## src/rtl/atf_pkg.sv

```systemverilog
package atf_pkg;

  typedef enum logic [2:0] {
    TC_MATCH   = 3'd0,
    TC_BAD     = 3'd1,
    TC_NOMATCH = 3'd2,
    TC_INVALID = 3'd3,
    TC_DIRTY   = 3'd4,
    TC_NOREAD  = 3'd5,
    TC_NOEXEC  = 3'd6,
    TC_PRIV    = 3'd7
  } tlb_code_e;

  typedef enum logic [1:0] {
    ACC_LOAD  = 2'd0,
    ACC_STORE = 2'd1,
    ACC_FETCH = 2'd2,
    ACC_RSVD  = 2'd3
  } acc_e;

  localparam int EXC_W = 6;

  typedef enum logic [EXC_W-1:0] {
    EXC_NONE     = 6'd0,
    EXC_INV_LD   = 6'd1,
    EXC_INV_ST   = 6'd2,
    EXC_INV_IF   = 6'd3,
    EXC_MODIFY   = 6'd4,
    EXC_NOREAD   = 6'd5,
    EXC_NOEXEC   = 6'd6,
    EXC_PRIVILL  = 6'd7,
    EXC_BADADDR  = 6'd8
  } exc_e;

  localparam logic [2:0] PERM_ALL = 3'b111;

endpackage

```

## src/rtl/atf_window_match.sv

```systemverilog
module atf_window_match #(
  parameter int ADDR_W   = 64,
  parameter int VA_W     = 48,
  parameter int NUM_WIN  = 4,
  parameter int KERN_BIT = 0,
  parameter int USER_BIT = 3
) (
  input  logic [NUM_WIN*ADDR_W-1:0] win_cfg,
  input  logic [1:0]                priv,
  input  logic [ADDR_W-1:0]         addr,
  output logic                      hit
);
  localparam int HI_W = ADDR_W - VA_W;

  logic [ADDR_W-1:0]  lvl_mask;
  logic [NUM_WIN-1:0] hit_vec;

  always_comb begin
    lvl_mask           = '0;
    lvl_mask[KERN_BIT] = (priv == 2'd0);
    lvl_mask[USER_BIT] = (priv == 2'd3);
  end

  for (genvar w = 0; w < NUM_WIN; w++) begin : g_win
    logic [ADDR_W-1:0] reg_w;
    logic              en_w;
    logic              seg_eq;
    assign reg_w   = win_cfg[w*ADDR_W +: ADDR_W];
    assign en_w    = |(reg_w & lvl_mask);
    assign seg_eq  = (reg_w[ADDR_W-1 -: HI_W] == addr[ADDR_W-1 -: HI_W]);
    assign hit_vec[w] = en_w && seg_eq;
  end

  assign hit = |hit_vec;

endmodule

```

## src/rtl/atf_fault_encoder.sv

```systemverilog
module atf_fault_encoder
  import atf_pkg::*;
(
  input  logic [2:0]       tlb_code,
  input  logic [1:0]       acc,
  output logic             is_fault,
  output logic             is_refill,
  output logic [EXC_W-1:0] exc
);
  exc_e inv_code;

  always_comb begin
    unique case (acc_e'(acc))
      ACC_STORE: inv_code = EXC_INV_ST;
      ACC_FETCH: inv_code = EXC_INV_IF;
      default:   inv_code = EXC_INV_LD;
    endcase
  end

  always_comb begin
    is_fault  = 1'b1;
    is_refill = 1'b0;
    unique case (tlb_code_e'(tlb_code))
      TC_MATCH: begin
        is_fault = 1'b0;
        exc      = EXC_NONE;
      end
      TC_NOMATCH: begin
        is_refill = 1'b1;
        exc       = inv_code;
      end
      TC_INVALID: exc = inv_code;
      TC_DIRTY:   exc = EXC_MODIFY;
      TC_NOREAD:  exc = EXC_NOREAD;
      TC_NOEXEC:  exc = EXC_NOEXEC;
      TC_PRIV:    exc = EXC_PRIVILL;
      default:    exc = EXC_BADADDR;
    endcase
  end

endmodule

```

## src/rtl/atf_path_select.sv

```systemverilog
module atf_path_select
  import atf_pkg::*;
#(
  parameter int ADDR_W = 64,
  parameter int VA_W   = 48,
  parameter int PA_W   = 48
) (
  input  logic              mode_da,
  input  logic              mode_pg,
  input  logic              win_hit,
  input  logic [ADDR_W-1:0] addr,
  input  logic [1:0]        acc,
  input  logic [2:0]        tlb_code,
  input  logic [PA_W-1:0]   tlb_pa,
  input  logic [2:0]        tlb_perm,
  output logic [PA_W-1:0]   pa,
  output logic [2:0]        perm,
  output logic              fault,
  output logic              refill,
  output logic [EXC_W-1:0]  exc
);
  localparam int HI_W = ADDR_W - VA_W;

  logic             direct_on;
  logic             canon;
  logic             enc_fault;
  logic             enc_refill;
  logic [EXC_W-1:0] enc_exc;

  assign direct_on = mode_da && !mode_pg;
  assign canon     = (addr[ADDR_W-1 -: HI_W] == '0) || (addr[ADDR_W-1 -: HI_W] == '1);

  atf_fault_encoder u_enc (
    .tlb_code  (tlb_code),
    .acc       (acc),
    .is_fault  (enc_fault),
    .is_refill (enc_refill),
    .exc       (enc_exc)
  );

  always_comb begin
    pa     = '0;
    perm   = '0;
    fault  = 1'b0;
    refill = 1'b0;
    exc    = EXC_NONE;
    if (direct_on || win_hit) begin
      pa   = addr[PA_W-1:0];
      perm = PERM_ALL;
    end else if (!canon) begin
      fault = 1'b1;
      exc   = EXC_BADADDR;
    end else if (!enc_fault) begin
      pa   = tlb_pa;
      perm = tlb_perm;
    end else begin
      fault  = 1'b1;
      refill = enc_refill;
      exc    = enc_exc;
    end
  end

endmodule

```

## src/rtl/atf_capture.sv

```systemverilog
module atf_capture #(
  parameter int ADDR_W   = 64,
  parameter int VA_W     = 48,
  parameter int PS_W     = 6,
  parameter int VPPN_LSB = 13
) (
  input  logic                     clk,
  input  logic                     rst_n,
  input  logic                     fire,
  input  logic                     is_refill,
  input  logic [ADDR_W-1:0]        addr,
  input  logic [PS_W-1:0]          ps,
  input  logic                     dbg_hold,
  input  logic                     refill_done,
  output logic                     refill_flag,
  output logic [ADDR_W-1:0]        refill_badv,
  output logic [VA_W-VPPN_LSB-1:0] refill_vppn,
  output logic [ADDR_W-1:0]        badv,
  output logic [ADDR_W-1:0]        ehi
);
  localparam int VPPN_W = VA_W - VPPN_LSB;

  logic [PS_W:0]     low_bits;
  logic [ADDR_W-1:0] keep_mask;
  logic              refill_ev;
  logic              other_ev;

  assign low_bits  = {1'b0, ps} + 1'b1;
  assign keep_mask = ~(({{(ADDR_W-1){1'b0}}, 1'b1} << low_bits) - 1'b1);
  assign refill_ev = fire && is_refill;
  assign other_ev  = fire && !is_refill;

  always_ff @(posedge clk or negedge rst_n) begin
    if (!rst_n) begin
      refill_flag <= 1'b0;
      refill_badv <= '0;
      refill_vppn <= '0;
      badv        <= '0;
      ehi         <= '0;
    end else begin
      if (refill_ev) begin
        refill_flag <= 1'b1;
        refill_badv <= addr;
        refill_vppn <= addr[VPPN_LSB +: VPPN_W];
      end else if (refill_done) begin
        refill_flag <= 1'b0;
      end
      if (other_ev) begin
        ehi <= addr & keep_mask;
        if (!dbg_hold) badv <= addr;
      end
    end
  end

endmodule

```

## src/rtl/atf_front.sv

```systemverilog
module atf_front
  import atf_pkg::*;
#(
  parameter int ADDR_W   = 64,
  parameter int VA_W     = 48,
  parameter int PA_W     = 48,
  parameter int NUM_WIN  = 4,
  parameter int PS_W     = 6,
  parameter int VPPN_LSB = 13,
  parameter int KERN_BIT = 0,
  parameter int USER_BIT = 3
) (
  input  logic                      clk,
  input  logic                      rst_n,
  input  logic                      mode_da,
  input  logic                      mode_pg,
  input  logic [1:0]                priv,
  input  logic [NUM_WIN*ADDR_W-1:0] win_cfg,
  input  logic                      dbg_hold,
  input  logic                      refill_done,
  input  logic                      req_valid,
  output logic                      req_ready,
  input  logic [ADDR_W-1:0]         req_addr,
  input  logic [1:0]                req_acc,
  input  logic                      req_probe,
  input  logic [2:0]                tlb_code,
  input  logic [PA_W-1:0]           tlb_pa,
  input  logic [2:0]                tlb_perm,
  input  logic [PS_W-1:0]           tlb_ps,
  output logic                      rsp_valid,
  input  logic                      rsp_ready,
  output logic [PA_W-1:0]           rsp_pa,
  output logic [2:0]                rsp_perm,
  output logic                      rsp_fault,
  output logic [EXC_W-1:0]          rsp_exc,
  output logic                      exc_strobe,
  output logic [EXC_W-1:0]          exc_code,
  output logic                      refill_flag,
  output logic [ADDR_W-1:0]         refill_badv,
  output logic [VA_W-VPPN_LSB-1:0]  refill_vppn,
  output logic [ADDR_W-1:0]         badv,
  output logic [ADDR_W-1:0]         ehi
);
  logic             win_hit;
  logic [PA_W-1:0]  sel_pa;
  logic [2:0]       sel_perm;
  logic             sel_fault;
  logic             sel_refill;
  logic [EXC_W-1:0] sel_exc;
  logic             accept;
  logic             fire;

  assign req_ready = !rsp_valid || rsp_ready;
  assign accept    = req_valid && req_ready;
  assign fire      = accept && sel_fault && !req_probe;

  atf_window_match #(
    .ADDR_W   (ADDR_W),
    .VA_W     (VA_W),
    .NUM_WIN  (NUM_WIN),
    .KERN_BIT (KERN_BIT),
    .USER_BIT (USER_BIT)
  ) u_win (
    .win_cfg (win_cfg),
    .priv    (priv),
    .addr    (req_addr),
    .hit     (win_hit)
  );

  atf_path_select #(
    .ADDR_W (ADDR_W),
    .VA_W   (VA_W),
    .PA_W   (PA_W)
  ) u_sel (
    .mode_da  (mode_da),
    .mode_pg  (mode_pg),
    .win_hit  (win_hit),
    .addr     (req_addr),
    .acc      (req_acc),
    .tlb_code (tlb_code),
    .tlb_pa   (tlb_pa),
    .tlb_perm (tlb_perm),
    .pa       (sel_pa),
    .perm     (sel_perm),
    .fault    (sel_fault),
    .refill   (sel_refill),
    .exc      (sel_exc)
  );

  atf_capture #(
    .ADDR_W   (ADDR_W),
    .VA_W     (VA_W),
    .PS_W     (PS_W),
    .VPPN_LSB (VPPN_LSB)
  ) u_cap (
    .clk         (clk),
    .rst_n       (rst_n),
    .fire        (fire),
    .is_refill   (sel_refill),
    .addr        (req_addr),
    .ps          (tlb_ps),
    .dbg_hold    (dbg_hold),
    .refill_done (refill_done),
    .refill_flag (refill_flag),
    .refill_badv (refill_badv),
    .refill_vppn (refill_vppn),
    .badv        (badv),
    .ehi         (ehi)
  );

  always_ff @(posedge clk or negedge rst_n) begin
    if (!rst_n) begin
      rsp_valid  <= 1'b0;
      rsp_pa     <= '0;
      rsp_perm   <= '0;
      rsp_fault  <= 1'b0;
      rsp_exc    <= '0;
      exc_strobe <= 1'b0;
      exc_code   <= '0;
    end else begin
      if (rsp_valid && rsp_ready) rsp_valid <= 1'b0;
      if (accept) begin
        rsp_valid <= 1'b1;
        rsp_pa    <= sel_pa;
        rsp_perm  <= sel_perm;
        rsp_fault <= sel_fault;
        rsp_exc   <= sel_exc;
      end
      exc_strobe <= fire;
      if (fire) exc_code <= sel_exc;
    end
  end

endmodule

```

## config.mk

```make
export PLATFORM = sky130hd
export DESIGN_NAME = atf_front
export DESIGN_NICKNAME = d
export VERILOG_FILES = /design/src/rtl/atf_pkg.sv /design/src/rtl/atf_window_match.sv /design/src/rtl/atf_fault_encoder.sv /design/src/rtl/atf_path_select.sv /design/src/rtl/atf_capture.sv /design/src/rtl/atf_front.sv
export SDC_FILE = /design/constraint.sdc
export NUM_CORES = 1
export LEC_CHECK = 0
export CORE_AREA = 2 2 269 271
export DETAILED_ROUTE_END_ITERATION = 10
export DIE_AREA = 0 0 271 273
export DONT_BUFFER_PORTS = 1
export RECOVER_POWER = 25
export SLEW_MARGIN = 10
export SYNTH_ARGS = -nofsm -noshare
export SYNTH_HDL_FRONTEND = slang
export SYNTH_SLANG_ARGS = --single-unit
```

## constraint.sdc

```tcl
create_clock -name clk -period 2.9 [get_ports clk]
set_input_delay 0 -clock clk [delete_from_list [all_inputs] [get_ports clk]]
set_output_delay 0 -clock clk [all_outputs]
set_load 0.02 [all_outputs]
```

Word level (Yosys, flattened, before mapping)
Cells that the tools add are included.

Bitwise gates (word level): 7. Equal/unequal tests: 14. Mux-type cells: 22. Reductions and logical operators: 30. Shifts and indexed selects: 1. Add/subtract/negate cells: 2.

Operators with widths (count): 64-bit by 4-bit bitwise AND with 64-bit output (4); 64-bit OR reduction (4); 48-bit 2-to-1 mux (3); 64-bit bitwise AND (1); 16-bit == test (4); 64-bit inverter (1); 1-bit by 7-bit left shift with 64-bit output, first input constant (1); 64-bit by 1-bit subtractor with 64-bit output, second input constant (1); 6-bit case mux with 5 select lines (1); 6-bit 2-to-1 mux (3); 16-bit == test, second input constant (1); 16-bit logical NOT (1); 3-bit == test, second input constant (4); 1-bit logical AND (11); 1-bit 2-to-1 mux (11); 3-bit 2-to-1 mux (3); 6-bit by 1-bit adder with 7-bit output, second input constant (1); 3-bit by 2-bit == test with 1-bit output, second input constant (2); 2-bit == test, second input constant (2); 1-bit logical NOT (4); 2-bit case mux with 2 select lines (1); 2-bit nonzero test (2); 4-bit OR reduction (1); 3-bit logical NOT (1); other kinds (6) (8).

Output and inout port bits: 295. Flip-flop bits (word level): 294.

Depth between registers and ports, before layout
Gate-level depths: netlist of run 1.

Depth after elaboration: 11. Gate-level depth with buffers: 12. Gate-level depth less buffers: 9.

Cells and area by module
From an unflattened synthesis of run 1, not the netlist that was laid out.

Cell total of the unflattened synthesis: 1256. Area total of the unflattened synthesis: 13789.5 um^2.

Modules (own cells, without submodules): atf_capture (sequential area each 4829.6 um^2, area each 9076.2 um^2, times used 1, cells each 811); atf_front (sequential area each 1651.6 um^2, area each 2546.2 um^2, times used 1, cells each 141); atf_path_select (sequential area each 0.0 um^2, area each 1315.0 um^2, times used 1, cells each 192); atf_window_match (sequential area each 0.0 um^2, area each 769.5 um^2, times used 1, cells each 98); atf_fault_encoder (sequential area each 0.0 um^2, area each 82.6 um^2, times used 1, cells each 14).

Worst setup path after synthesis of run 1
Ideal clock, no wire load.

Path type: in2reg. Start point: input port tlb_ps[1]. End point: register u_cap.ehi[34]. Setup slack: 258 ps. Required time: 2775 ps. Arrival: 2517 ps. Path buffers: 2. Cell stages on the path: 11. Setup time: 125 ps. Cells stage by stage: clkbuf_1 > buf_1 > nor2_1 > nand2_1 > ha_1 > a21boi_1 > o211ai_1 > a211oi_1 > o221ai_1 > o311a_1 > mux2_2.

Word-level cells in the longest chain between the ends: 5.

Ends and longest elaborated chain: start: declaration (line atf_front.sv:29) `input logic [PS_W-1:0] tlb_ps,`; 6-bit by 1-bit adder with 7-bit output (line atf_capture.sv:28) `assign low_bits = {1'b0, ps} + 1'b1;`; 1-bit by 7-bit left shift with 64-bit output (line atf_capture.sv:29) `assign keep_mask = ~(({{(ADDR_W-1){1'b0}}, 1'b1} << low_bits) - 1'b1);`; 64-bit by 1-bit subtractor with 64-bit output (line atf_capture.sv:29); 64-bit inverter (line atf_capture.sv:29); 64-bit bitwise AND (line atf_capture.sv:49) `ehi <= addr & keep_mask;`; end signal: assignment (line atf_capture.sv:49); end: declaration (line atf_capture.sv:19) `output logic [ADDR_W-1:0] ehi`.

No other way between the ends. A chain may end at the register's enable or synchronous reset.

Worst setup path in the final report of run 1
Start point: input port req_addr[49]. End point: register rsp_pa[14].

Word-level cells in the longest chain between the ends: 5. Elaborated cells on any way between the ends: 15. Those cells by class: eq/ne: 5; mux: 2; reduce/logical: 8.

Ends and longest elaborated chain: start: declaration (line atf_front.sv:23) `input logic [ADDR_W-1:0] req_addr,`; 16-bit == test (line atf_window_match.sv:30) `assign seg_eq = (reg_w[ADDR_W-1 -: HI_W] == addr[ADDR_W-1 -: HI_W]);`; 1-bit logical AND (line atf_window_match.sv:31) `assign hit_vec[w] = en_w && seg_eq;`; 4-bit OR reduction (line atf_window_match.sv:34) `assign hit = |hit_vec;`; 1-bit logical OR (line atf_path_select.sv:47) `if (direct_on || win_hit) begin`; 48-bit 2-to-1 mux (*) (line atf_path_select.sv:47); end signal: assignment (line atf_front.sv:124) `rsp_pa <= sel_pa;`; end: declaration (line atf_front.sv:32) `output logic [PA_W-1:0] rsp_pa,`.

Mark *: on every way between the ends. The rest lies on a longest branch, timed or not.

==> results of run 1 <==
## registers in the layout, indices dropped and copies added, names as in the netlist, 3 cells and up
signal,count
exc_code,4
u_cap.ehi,64
u_cap.refill_badv,30
rsp_perm,3
u_cap.badv,64
u_cap.refill_vppn,34
rsp_pa,48
rsp_exc,4
## final timing paths
path                                               to  cells past startpoint
max reg2reg                    rsp_pa[14]$_DFFE_PN0P_                      9
min in group clk                rsp_fault$_DFFE_PN0P_                      4
min                        u_cap.badv[29]$_DFFE_PN0P_                      0
max in group asynchronous  u_cap.badv[53]$_DFFE_PN0P_                      0
min reg2reg                u_cap.badv[44]$_DFFE_PN0P_                      1
max                            rsp_pa[14]$_DFFE_PN0P_                     11
## metrics by stage
stage	power [uW]	setup WS (ns)	std cells	utilization, %
finish	11100	0.0652	2268	23.4
CTS	11300	0.0163	2262	23.4
global placement	6050	0.103	2011	18.9
global route	11600	0.0289	2265	23.4
detailed placement	6100	0.0666	2011	18.9
floorplan	5640	0.258	1162	-
## power breakdown
group	leakage [uW]	switching (uW)	internal, uW
logic	0.00313	639	628
registers	0.00330	1060	4020
clock network	0.000631	1800	2980
## repair_timing
item | in CTS | in global routing
hold endpoints to repair | 509 | 255
buffers inserted | 0 | 2
setup endpoints to repair | 0 | 8
resized for setup | 0 | 6
## per-layer routing
metal  part of all wire [%]  GRT usage, %
met1                     37          17.4
met4                    3.7          5.96
met5                  0.048        0.0642
met2                     48          25.9
met3                     11          5.91
## worst max-delay path, delay by kind of cell
family / cells / cell delay [ns]
AOI/OAI and AO/OA: 2 / 0.67
and+or+nand+nor: 4 / 0.87
buffers and inverters: 4 / 1.53
xor gates and xnor gates: 1 / 0.14
## cells in the final DEF (no fill, tap or decap), drive strengths merged, types with 19 or more instances in the layout
cell type / n
dfrtp: 255
nand2: 68
clkbuf: 46
mux2: 150
nand3: 65
dlygate4sd3: 183
buf: 32
nor2: 46
inv: 19
mux2i: 49
o21ai: 145
xor2: 54
a21oi: 30
## final cells by class
class	instances	area [um2]	share of cell area (%)
Sequential cell	255	6380	38.4
Multi-Input combinational cell	764	5500	33.1
Timing Repair Buffer	217	2210	13.3
Tap cell	950	1190	7.15
Clock buffer	46	1030	6.19
Clock inverter	19	259	1.56
Inverter	13	48.8	0.293
Antenna cell	4	10.0	0.0602
## logic make-up (layout without fill, tap and decap cells)
family                     after synthesis  count (layout)
and+or+nand+nor                        253             253
muxes                                  199             199
other                                    2               9
xor gates and xnor gates                72              72
buffers and inverters                  143             295
adders and majority gates                2               2
DFF                                    255             255
AOI/OAI and AO/OA                      233             233
==> run summary, run 1 <==
By count the netlist is led by sky130_fd_sc_hd__dfrtp_1 (255), sky130_fd_sc_hd__o21ai_0 (144), sky130_fd_sc_hd__mux2_2 (108), sky130_fd_sc_hd__nand2_1 (68), sky130_fd_sc_hd__nand3_1 (65). The floorplan die width works out to 271 um. Cell type contributing the most total cell area after synthesis: sky130_fd_sc_hd__dfrtp_1. The worst flop-to-flop path startpoint was rsp_valid$_DFFE_PN0P_.

After detailed routing, the number of vias per cell comes to 4.50. The final routed wire length divided by cell count is 25.9 um, and the post-synthesis sequential area ratio is 50.5%. At the pin with the least slew margin, the transition time is 1.15 ns. At the end of routability-driven placement, the weighted congestion stood at 0.879. The post-route netlist has 16.8% of its cells at a drive strength greater than 1.

The tools report the remaining global-route overflow as 0. Across all layers, the routed design uses 10200 vias. The tools report the via count of the first global-routing pass as 10700.

The count of TritonRoute iterations in the first routing pass was 5. Summing every instance area after synthesis gives 12600 um2. Clock latency on the worst-skew pair, taken at its later pin, is 0.55 ns. For this run, design rule violations remaining after detail routing come to 0.

The cell count after synthesis came out at 1159. Setup repair after global routing left no endpoint under its margin. Summed over all cells, the static leakage comes to 0.00706 uW.

Ranked by total cell area, the synthesized netlist is headed by sky130_fd_sc_hd__dfrtp_1 (50%), sky130_fd_sc_hd__mux2_2 (9.6%), sky130_fd_sc_hd__o21ai_0 (5.7%). For the worst setup path, the data required time is 3.33 ns. For the fill cell total of the finished layout, the log shows 7512. Final hold violation count: 255. Max-cap violations in this run came to 0. Arithmetic-cell share of the synthesized area counting full adders, half adders and majority gates: 0.198%.

STA classifies the critical path startpoint as an input pin. The startpoint-to-endpoint class of the critical path was input pin to flop. The logs give 1682 for the total number of nets in the final design and 98 for the standard-cell row count. Global routing used 15.3% of the available tracks across all layers. In this run, synthesis produced a sequential element count of 255.

The share of Yosys cell area claimed by the top area cell type is 50.5%, and the CTS buffer count is 36. 688 I/O pins were placed. After synthesis, the mean cell area works out to 10.9 um2. Summing the areas of all and, or, nand and nor instances in the mapped netlist gives 9.86% of the synthesized area.

The number of setup violations in the final report was 0; the die outline area was 74000 um2. The first routing iteration left 746 violations. TritonCTS built the clock tree. Along the worst path, the maximum fanout reaches 53.

The number of antenna violations at the first check in global routing came out at 7. Across the VDD grid, the largest voltage drop is 427 uV. The tools report the number of warnings printed during yosys synthesis as 0. The start point of the critical path was req_addr[49]. The worst pin sits at a relative slew slack of 23.2%. The synthesized netlist devotes 10.8% of its cell area to compound gates. The final max-slew violation count was 0; the post-detailed-routing wire length was 58800 um. The cell sitting at the root of the clock tree is a sky130_fd_sc_hd__clkbuf_16.

Yosys mapped a number of flops with a built-in enable equal to 0. The classification of the worst-slack hold path was input pin to asynchronous set/reset pin. The clock-pin slew on the worst setup and hold paths was 0.06 ns; the post-placement cell area was 13400 um2.

The clock passes through at most 3 buffers. Timing would allow up to 353 MHz. Post-route minimum period: 2.83 ns.

For the arrival time of data at the critical path endpoint, the log shows 3.26 ns. The core box area is 71000 um2. The sink count of the clock tree came out at 255. In this run, post-CTS hold repair placed 186 buffers. Clock skew on the completed layout was measured at 0.00888 ns. The number of I/O port buffers is 0, and the area growth from synthesis to layout is 31.5%. The H-tree generated during clock tree synthesis spans 2 levels.

The primary flip-flop cell chosen by synthesis mapping is sky130_fd_sc_hd__dfrtp_1. The total half-perimeter wirelength after legalization and detailed placement is 39700 um. In this run the remaining antenna-violating nets after routing total 0. The worst path uses 97.8% of the clock period.

The critical path goes through xor2_1 > nor4_1 > nand3_1 > o32ai_2 > nor4b_4 > buf_4 > buf_12 > nand3_1 > dlygate4sd3_1 > o21ai_0 > dlygate4sd3_1. Entering global routing, the biggest net connects 256 pins. The first global-routing pass estimated 81400 um of wire. After routing the design area is 16600 um2. The flow ran to the end, but the final reports show violations. For this run, the slowest stage of the critical path takes 0.59 ns. For flop-to-flop paths, the worst setup slack is 0.13 ns. The fraction of synthesized area in multiplexers was 17.2%. The checks that failed: negative hold slack. The floorplan step set the die height to 273 um. The post-synthesis share of cell area spent on xor and xnor gates came out at 4.99%. The worst setup path is captured at a flop.

Areal power density over the cells: 670 nW/um2. Once the floorplan was initialized, standard cells occupied 17.8% of the core. The final worst hold slack was -0.854 ns; the final-layout setup total negative slack was 0 ns. Counting distinct cell types in the post-synthesis netlist gives 62.

The dominant combinational cell family by area after synthesis was multiplexers. Among all stages on the critical path, the largest delay is contributed by sky130_fd_sc_hd__dlygate4sd3_1. Counting flops with an async set or reset pin after synthesis yields a share of 100%. In the post-synthesis netlist, the cell with the most instances is sky130_fd_sc_hd__dfrtp_1.
No activity file was read; power rests on OpenSTA's default activity.
==> run 2, diff against run 1 <==
Settings changed: ABC_AREA set to 1, CORE_AREA 2 2 269 271 to 2 2 266 268, DIE_AREA 0 0 271 273 to 0 0 268 270.
==> run 2 against run 1 <==
  * Cell count increased by 38%
  * Final area rose by 9.4%
  * The flow still finishes with violations (negative hold slack)
  * Largest cell class is now multi-input gates
  * Combinational power increased by 20%
  * Global-route usage up 3.4 points
  * Utilization grew 2.7 points
  * Critical path type unchanged
  * Register-to-register slack better by 0.07 ns
  * Worst setup slack better by 0.070 ns
==> run summary, run 2 <==
The run finished, with violations left. The checks that failed: negative hold slack. The tools report the final max-slew violation count as 0. Derived from the worst setup path, the maximum achievable clock frequency is 362 MHz. The first detailed-routing pass took 5 iterations. For the boundary pin count, the log shows 688. The async set-or-reset flop fraction in the synthesized netlist was 100%.

The number of I/O port buffers works out to 0. During synthesis, Yosys emitted a total of 0 warnings. The cell family contributing the most delay on the critical path is buffers and inverters.

The logs give 2 for the number of antenna violations at the first check in global routing and 0 for the number of maximum-capacitance violations. In this run the number of H-tree levels came out at 2. From synthesis to final layout, the design area changed by 23.1%. The tools report the global-route wire length before repair as 99300 um. The standard-cell row count was 97; the maximum net fanout on the critical path was 28. Data required time at the worst endpoint: 3.32 ns.

The share of the Yosys chip area taken by registers is 43.2%. The critical path in this run is classified as input pin to flop. The commonest cells after synthesis are sky130_fd_sc_hd__nand2_1 (753), sky130_fd_sc_hd__dfrtp_1 (255), sky130_fd_sc_hd__nor2_1 (200), sky130_fd_sc_hd__o21ai_0 (175), sky130_fd_sc_hd__nand3_1 (161).

Setup violations remaining at the end of the flow were counted as 0. Setup total negative slack on the finished layout was measured at 0 ns. By area the synthesized netlist is led by sky130_fd_sc_hd__dfrtp_1 (43%), sky130_fd_sc_hd__nand2_1 (19%), sky130_fd_sc_hd__o21ai_0 (5.9%). Final routed wire length divided by cell count: 22.1 um. The slowest stage of the critical path belongs to the cell sky130_fd_sc_hd__dlygate4sd3_1.

The final worst hold slack is -0.838 ns. The run gives 7631 as the fill cell total of the finished layout. The pre-CTS setup slack is 0.140 ns. The count of state elements after synthesis is 255, and the largest buffer count on any clock path is 3. With fillers left out, the area of the finished cells amounts to 18200 um2. Summed over all instances, the cell type with the most area after synthesis is sky130_fd_sc_hd__dfrtp_1. The number of buffers and inverters on the critical path is 6. The most common cell after layout, fill and taps aside is sky130_fd_sc_hd__nand2_1.

Die height: 270 um. In this design, the critical path's most frequently occurring cell is sky130_fd_sc_hd__nand2_1. Data arrives at the worst endpoint at 3.19 ns. In the finished design, the share of the clock period the worst path needs comes to 95.3%.

After clock tree synthesis, the clock-pin slew on the worst setup and hold paths is 0.06 ns. Once placement finished, the instance area stood at 15400 um2. The clock drives 255 sinks.

Share of Yosys cell area claimed by the top area cell type: 43.2%. After legalization and detailed placement, the total HPWL measured 49000 um. The worst setup path is captured at a flop. The tree is rooted in a sky130_fd_sc_hd__clkbuf_16. Setup repair after global routing left no endpoint under its margin. The logs give 157 for the number of buffers inserted by hold repair at cts and 44 for the count of different cell masters after synthesis.

The die covers 72400 um2. Primary flip-flop cell chosen by synthesis mapping: sky130_fd_sc_hd__dfrtp_1. The post-route minimum period was 2.77 ns. The detail-routed via count per cell works out to 4.61.

The largest registers in the layout are u_cap.badv (64), u_cap.ehi (64), rsp_pa (48). Detailed routing inserted a total of 14400 vias. For the maximum vdd drop, the log shows 305 uV. TritonCTS built the clock tree.

Clock latency at the later pin of the worst-skew pair: 0.55 ns. Entering global routing, the biggest net connects 256 pins. The die is 268 um wide. In the layout the commonest cells are sky130_fd_sc_hd__nand2_1 (752), sky130_fd_sc_hd__dfrtp_1 (255), sky130_fd_sc_hd__nor2_1 (200), sky130_fd_sc_hd__o21ai_0 (174), sky130_fd_sc_hd__nand3_1 (161). sky130_fd_sc_hd__nand2_1 is the most common cell in the netlist. The tools report the type of element launching the critical path as an input pin. After the last flow step, the layout net total stands at 2561.

The congestion estimate from routability-driven global placement came to 0.988. In the synthesized netlist, the number of instances is 2085. The count of nets left with antenna violations once routing finished came out at 0. The highest cell delay on the worst timing path was 0.67 ns; the worst path setup slack after routing was 0.135 ns.

For the final database, setup skew stands at 0.0260 ns. The static power due to leakage was 0.00912 uW; the starting DRC count in detailed routing was 1214. The number of enable-type register cells in the synthesized netlist was 0.

At the pin with the least slew margin, the transition time is 0.932 ns. Once the floorplan was initialized, standard cells occupied 21.2% of the core. In this run the standard cell core region covers 69500 um2. Counting the buffers created by CTS gives 34.

Mean area per synthesized cell: 7.09 um2. For this run, design rule violations remaining after detail routing come to 0. The run gives 37.9% as the worst slew margin relative to its limit. Walking the worst path, the cells encountered are dlygate4sd3_1 > clkinvlp_4 > buf_4 > nand2_1 > o21ai_0 > nor2_1 > nand2_1 > nor2_1 > nand3_1 > nand3_1 > nor2_4 > nand4_1 > buf_4 > nor2_4 > buf_8 > nand2_1 > nand2_1 > dlygate4sd3_1. The final hold violation count is 255, and the layout cell share with drive strength beyond 1 is 8.26%. The areal power density over the cells was 603 nW/um2. The total power was 11000 uW; the post-detailed-routing wire length was 69300 um. Global routing finished with a remaining overflow of 0.

In this run the cell area of the synthesized design comes to 14800 um2. The run gives 14100 as the via count of the first global-routing pass. The classification of the worst-slack hold path was input pin to asynchronous set/reset pin. Global routing used 18.7% of the available tracks.
==> run 2: changes by cell type after synthesis, sizes merged, moves of 49 or more <==
| cell | before | now |
|---|---|---|
| mux2 | 150 | 0 |
| nand2 | 68 | 780 |
| nand3 | 65 | 168 |
| o21ai | 145 | 208 |
| nor2 | 46 | 230 |
| mux2i | 49 | 0 |
| inv | 12 | 142 |
==> run 2: through the flow <==
stage / std cells / hold WS, ns / utilization, %
floorplan: 2088 / -0.296 / -
CTS: 3126 / -0.897 / 26.1
detailed placement: 2909 / -0.289 / 22.1
finish: 3132 / -0.838 / 26.2
global placement: 2909 / -0.286 / 22.1
global route: 3130 / -0.876 / 26.2
==> run 2: report_power, final <==
part	total [uW]	internal, uW	switching [uW]
sequential	4950	3980	970
combinational	1520	551	966
clock	4510	2720	1790
==> run 2: repair_timing <==
item,4_1_cts,5_1_grt
endpoints found under the hold margin,509,255
endpoints found under the setup margin,0,92
resized for setup,0,8
setup buffers,0,4
==> run 2: final timing paths <==
kind	startpoint	end	slack [ns]	cells after the start
min	rst_n	u_cap.badv[11]$_DFFE_PN0P_	-0.84	0
min in group clk	tlb_ps[2]	u_cap.ehi[20]$_DFFE_PN0P_	0.03	4
max reg2reg	rsp_valid$_DFFE_PN0P_	u_cap.badv[50]$_DFFE_PN0P_	0.20	10
max in group asynchronous	rst_n	u_cap.ehi[56]$_DFFE_PN0P_	2.98	0
min reg2reg	u_cap.refill_badv[0]$_DFFE_PN0P_	u_cap.refill_badv[0]$_DFFE_PN0P_	0.62	2
max	req_addr[52]	u_cap.badv[50]$_DFFE_PN0P_	0.13	18
==> run 2: layer usage <==
layer  GRT usage (%)  part of all wire (%)
met1            24.5                    43
met2            29.9                    45
met3            5.22                   8.7
met4            5.41                   2.9
met5               0                 0.019
==> run 2: kinds of logic (layout without fill, tap and decap cells) <==
| kind of cell | count (synthesis) | count (layout) | synth area share (%) |
|---|---|---|---|
| fa+ha+maj | 2 | 2 | 0.169 |
| compound gates | 275 | 275 | 9.65 |
| buf+inv | 291 | 393 | 9.75 |
| other cells | 2 | 7 | 0.0508 |
| simple gates | 1237 | 1237 | 35.8 |
| xor+xnor | 23 | 23 | 1.36 |
| flops | 255 | 255 | 43.2 |
==> run 2: layout make-up <==
class	count	area (um2)	share of cell area, %
repair buffers	189	1900	10.5
clock buffers	44	960	5.28
inverters	144	548	3.01
multi-input cells	1542	6990	38.4
clock inverters	16	226	1.24
diodes	2	5.00	0.0275
flip-flops and latches	255	6380	35.1
well taps	940	1180	6.47
==> run 2: worst reg2reg max path, cell delays in order (launching register included) <==
cell	delay (ns)
sky130_fd_sc_hd__dfrtp_1	0.45
sky130_fd_sc_hd__nand2_1	0.30
sky130_fd_sc_hd__nand2_4	0.23
sky130_fd_sc_hd__a21oi_2	0.24
sky130_fd_sc_hd__nand4_1	0.11
sky130_fd_sc_hd__buf_4	0.20
sky130_fd_sc_hd__nor2_4	0.14
sky130_fd_sc_hd__buf_8	0.24
sky130_fd_sc_hd__nand2_1	0.11
sky130_fd_sc_hd__nand2_1	0.08
sky130_fd_sc_hd__dlygate4sd3_1	0.55
